<file path="src/rtl/ralu_pkg.sv">
package ralu_pkg;

    typedef enum logic [3:0] {
        OP_AND = 4'b0000,
        OP_OR  = 4'b0001,
        OP_ADD = 4'b0010,
        OP_SUB = 4'b0110,
        OP_SLT = 4'b0111,
        OP_NOR = 4'b1100
    } alu_op_e;

    typedef enum logic [2:0] {
        SEL_AND,
        SEL_OR,
        SEL_SUM,
        SEL_LESS,
        SEL_NOR,
        SEL_NONE
    } slice_sel_e;

    typedef struct packed {
        logic       b_invert;
        logic       carry_in;
        slice_sel_e sel;
        logic       ovf_enable;
    } alu_ctrl_t;

endpackage

</file>
<file path="src/rtl/ralu_decode.sv">
module ralu_decode
    import ralu_pkg::*;
(
    input  logic [3:0] op,
    output alu_ctrl_t  ctrl
);

    alu_ctrl_t ctrl_d;

    always_comb begin
        ctrl_d.b_invert   = 1'b0;
        ctrl_d.carry_in   = 1'b0;
        ctrl_d.sel        = SEL_NONE;
        ctrl_d.ovf_enable = 1'b0;
        case (op)
            OP_AND: ctrl_d.sel = SEL_AND;
            OP_OR:  ctrl_d.sel = SEL_OR;
            OP_NOR: ctrl_d.sel = SEL_NOR;
            OP_ADD: begin
                ctrl_d.sel        = SEL_SUM;
                ctrl_d.ovf_enable = 1'b1;
            end
            OP_SUB: begin
                ctrl_d.sel        = SEL_SUM;
                ctrl_d.b_invert   = 1'b1;
                ctrl_d.carry_in   = 1'b1;
                ctrl_d.ovf_enable = 1'b1;
            end
            OP_SLT: begin
                ctrl_d.sel      = SEL_LESS;
                ctrl_d.b_invert = 1'b1;
                ctrl_d.carry_in = 1'b1;
            end
            default: ctrl_d.sel = SEL_NONE;
        endcase
    end

    assign ctrl = ctrl_d;

endmodule

</file>
<file path="src/rtl/ralu_slice.sv">
module ralu_slice
    import ralu_pkg::*;
#(
    parameter bit IS_MSB = 1'b0
) (
    input  logic       a,
    input  logic       b,
    input  logic       b_invert,
    input  logic       carry_in,
    input  logic       less,
    input  slice_sel_e sel,
    output logic       result,
    output logic       carry_out,
    output logic       set,
    output logic       ovf
);

    logic b_eff;
    logic sum_d;

    assign b_eff     = b ^ b_invert;
    assign sum_d     = a ^ b_eff ^ carry_in;
    assign carry_out = (a & b_eff) | (a & carry_in) | (b_eff & carry_in);

    always_comb begin
        case (sel)
            SEL_AND:  result = a & b;
            SEL_OR:   result = a | b;
            SEL_SUM:  result = sum_d;
            SEL_LESS: result = less;
            SEL_NOR:  result = ~(a | b);
            default:  result = 1'b0;
        endcase
    end

    generate
        if (IS_MSB) begin : g_msb
            logic ovf_d;
            // operands of equal effective sign with a sum of the other sign
            assign ovf_d = (a == b_eff) && (sum_d != a);
            assign ovf   = ovf_d;
            // sign of the true difference, corrected when it overflows
            assign set   = sum_d ^ ovf_d;
        end else begin : g_inner
            assign ovf = 1'b0;
            assign set = 1'b0;
        end
    endgenerate

endmodule

</file>
<file path="src/rtl/ralu_zero.sv">
module ralu_zero #(
    parameter int WIDTH = 32
) (
    input  logic [WIDTH-1:0] vec,
    output logic             all_zero
);

    assign all_zero = ~|vec;

endmodule

</file>
<file path="src/rtl/ripple_alu.sv">
module ripple_alu
    import ralu_pkg::*;
#(
    parameter int WIDTH = 32
) (
    input  logic [WIDTH-1:0] a,
    input  logic [WIDTH-1:0] b,
    input  logic [3:0]       op,
    output logic [WIDTH-1:0] result,
    output logic             zero,
    output logic             overflow
);

    localparam int MSB = WIDTH - 1;

    alu_ctrl_t        ctrl;
    logic [WIDTH:0]   carry;
    logic [WIDTH-1:0] set_w;
    logic [WIDTH-1:0] ovf_w;
    logic [WIDTH-1:0] less_w;
    logic             ovf_d;

    ralu_decode u_decode (
        .op   (op),
        .ctrl (ctrl)
    );

    assign carry[0] = ctrl.carry_in;
    // only bit 0 hears the compare outcome; the rest read zero
    assign less_w   = {{(WIDTH-1){1'b0}}, set_w[MSB]};

    genvar gi;
    generate
        for (gi = 0; gi < WIDTH; gi++) begin : g_slice
            ralu_slice #(
                .IS_MSB (gi == MSB)
            ) u_slice (
                .a         (a[gi]),
                .b         (b[gi]),
                .b_invert  (ctrl.b_invert),
                .carry_in  (carry[gi]),
                .less      (less_w[gi]),
                .sel       (ctrl.sel),
                .result    (result[gi]),
                .carry_out (carry[gi+1]),
                .set       (set_w[gi]),
                .ovf       (ovf_w[gi])
            );
        end
    endgenerate

    assign ovf_d    = ovf_w[MSB] & ctrl.ovf_enable;
    assign overflow = ovf_d;

    ralu_zero #(
        .WIDTH (WIDTH)
    ) u_zero (
        .vec      (result),
        .all_zero (zero)
    );

    always_comb begin
        if (op == OP_ADD) begin
            AST_ADD_SUM: assert (result == a + b) else $error("add mismatch");
            AST_ADD_OVF: assert (overflow == ((a[MSB] == b[MSB]) && (result[MSB] != a[MSB]))) else $error("add ovf");
        end
        if (op == OP_SUB) begin
            AST_SUB_DIFF: assert (result == a - b) else $error("sub mismatch");
        end
        if (op == OP_SLT) begin
            AST_SLT_VALUE: assert (result == {{(WIDTH-1){1'b0}}, ($signed(a) < $signed(b))}) else $error("slt mismatch");
        end
        if (overflow) begin
            AST_OVF_ARITH_ONLY: assert (op == OP_ADD || op == OP_SUB) else $error("ovf outside add/sub");
        end
        if (op == OP_AND && (a & b) == '0) begin
            AST_ZERO_ON_AND: assert (zero) else $error("zero flag low");
        end
    end

endmodule

</file>
<file path="config.mk">
export PLATFORM = sky130hd
export DESIGN_NAME = ripple_alu
export DESIGN_NICKNAME = d
export VERILOG_FILES = /design/src/rtl/ralu_pkg.sv /design/src/rtl/ralu_decode.sv /design/src/rtl/ralu_slice.sv /design/src/rtl/ralu_zero.sv /design/src/rtl/ripple_alu.sv
export SDC_FILE = /design/constraint.sdc
export NUM_CORES = 1
export LEC_CHECK = 0
export BUFFER_PORTS_ARGS = -buffer_cell sky130_fd_sc_hd__clkbuf_2
export CORE_ASPECT_RATIO = 0.75
export CORE_MARGIN = 4
export CORE_UTILIZATION = 59
export DETAILED_ROUTE_END_ITERATION = 10
export GPL_TIMING_DRIVEN = 0
export PLACE_DENSITY = 0.89
export SLEW_MARGIN = 20
export SYNTH_ARGS = -nofsm -noshare
export SYNTH_HDL_FRONTEND = slang
export SYNTH_HIERARCHICAL = 1
export SYNTH_SLANG_ARGS = --single-unit
</file>
<file path="constraint.sdc">
create_clock -name vclk -period 52.3
set_input_delay 10.46 -clock vclk [all_inputs]
set_output_delay 10.46 -clock vclk [all_outputs]
set_load 0.01 [all_outputs]
</file>
==> qor.yml <==
run_status:
  status: "complete, no violations"
sta:
  post-route-period-util_pct: 71.0
  fmaxAchievable_mhz: 26.9
  final.setup.worst_slack_ns: 15.17
  setup-violations-final: 0
  slew_headroom_pct: 43.4
  timing.final.max_slew_violations: 0
  tightestPinTransition_ns: 0.831
  finalHoldWorstSlack_ns: 21.31
  hold_viol_final: 0
  setup_repair_after_global_routing_missed_its_margin: "false"
  final.min_clock_period_ns: 37.13
  setup-tns-final_ns: 0
worst_setup_path:
  crit_required_ns: 41.84
  critical-path-max-stage-delay_ns: 0.50
  critical-path-slowest-cell: "sky130_fd_sc_hd__buf_4"
  worstPathArrival_ns: 26.67
  critPathKind: "in -> out"
  critPathMaxFanout: 32
  timing.critical_path.from_type: "input pin"
  critical_path.endpoint_type: "output port"
  path_common_cell: "sky130_fd_sc_hd__fa_1"
power:
  power_per_cell_area_nw_per_um2: 11.0
  power.total_mw: 0.0394
  power.ir.vdd_worst_v: 0.0000100
  cellLeakagePower_nw: 1.86
place:
  gpl.final_weighted_congestion: 0.797
  port_buffers: 102
  post-dp-hpwl_um: 6310
  post-place-ws_ns: 15.12
  place_inst: 513
  dpl-instance-area_um2: 3570
grt:
  grt.overflow.total: 0
  gr-usage-all-layers_pct: 27.8
  first_global_vias: 2972
  grt_first_pass_wirelength_um: 13400
  grt_start_max_net_pins: 62
  antenna_found_initial: 0
finish:
  area.growth.synth_to_final_pct: 33.4
  design.final.nets: 561
  regArea_um2: 0
  multiInputGateArea_um2: 2800
  fin_area_um2: 3570
  final_core_util_pct: 84.9
  layout_filler_cell_count: 273
  finish.cell_count_without_fillers: 513
  diodes: 0
  final.clkbuf_count: 0
  layout-drive-gt1-share_pct: 25.1
  layout.sequential_cells: 0
worst_hold_path:
  worst_hold_path_type: "in -> out"
  hold_path_sink: "overflow"
  number_of_cells_on_the_worst_hold_path: 4
  hold_path.startpoint: "op[0]"
synth:
  ys_warn_count: 6
  netlist_area_um2: 2680
  syn-mean-instance-area_um2: 8.39
  syn-instance-count: 319
route:
  final_antenna_net_count: 0
  drt_first_pass_iters: 5
  wl_per_cell_um: 14.9
  post-route-drc-count: 0
  via_count: 3127
  detailedRoute.firstIterationViolations: 191
  vias_per_cell: 6.10
  drt_wirelength_um: 7660
floorplan:
  floorplan.die.height_um: 66.3
  core_ar_um2: 4200
  num_rows: 20
  die_w_um: 85.8
  initial_utilization_pct: 63.7
  io-pin-count: 102
  dieArea_um2: 5690
clock_tree:
  cts_setup_buffers: 0
  postCtsHoldBufs: 0
  cts_repair_resize_count: 0
job:
  max_cap_viol_count: 0
## cell type report
cell class         count  share of cell area, %
plain buffers          1                  0.210
multi-input cells    346                   78.5
inverters              2                  0.210
repair buffers       109                   19.1
well taps             55                   1.93
## per-layer routing
| layer | vias to the layer above | share of wire, % | wire length [um] | GRT usage, % |
|---|---|---|---|---|
| met5 | - | 0 | 0 | 0 |
| met4 | 0 | 1.7 | 134 | 5.34 |
| met3 | 14 | 5.6 | 432 | 1.62 |
| met2 | 108 | 50 | 3810 | 49.0 |
| met1 | 1469 | 43 | 3290 | 38.0 |
| li1 | 1536 | - | - | - |
## placed cells by master (no fill, tap or decap), drive strengths merged, types with 2 or more instances in the layout
cell type  count
nor3b         31
and2b          2
xor2          33
conb          31
nand4          2
a211oi        31
o21ai         31
fa            32
buf            8
inv            2
mux2i         32
clkbuf       102
or2b           3
a211o         32
nand2         33
nor2           7
nor4          40
## power by group
part	leakage [nW]	internal [mW]	switching, mW
registers	0	0	0
clock network	0	0	0
logic	1.86	0.0176	0.0218
## critical path: cells and delay by family
family / cells / cell delay (ns)
XOR/XNOR: 1 / 0.16
adder cells (fa/ha/maj): 32 / 13.70
buffers and inverters: 4 / 0.83
AND/OR/NAND/NOR: 8 / 1.54
## how the worst max path moves through the flow
| stage | cells after the start | startpoint | endpoint |
|---|---|---|---|
| after floorplan | 43 | op[1] | zero |
| after global placement | 45 | op[3] | zero |
| after detailed placement | 45 | op[3] | zero |
| after CTS | 45 | op[1] | zero |
| after global routing | 45 | op[1] | zero |
| final | 45 | op[3] | zero |
Power figures use the tool's default switching activity.
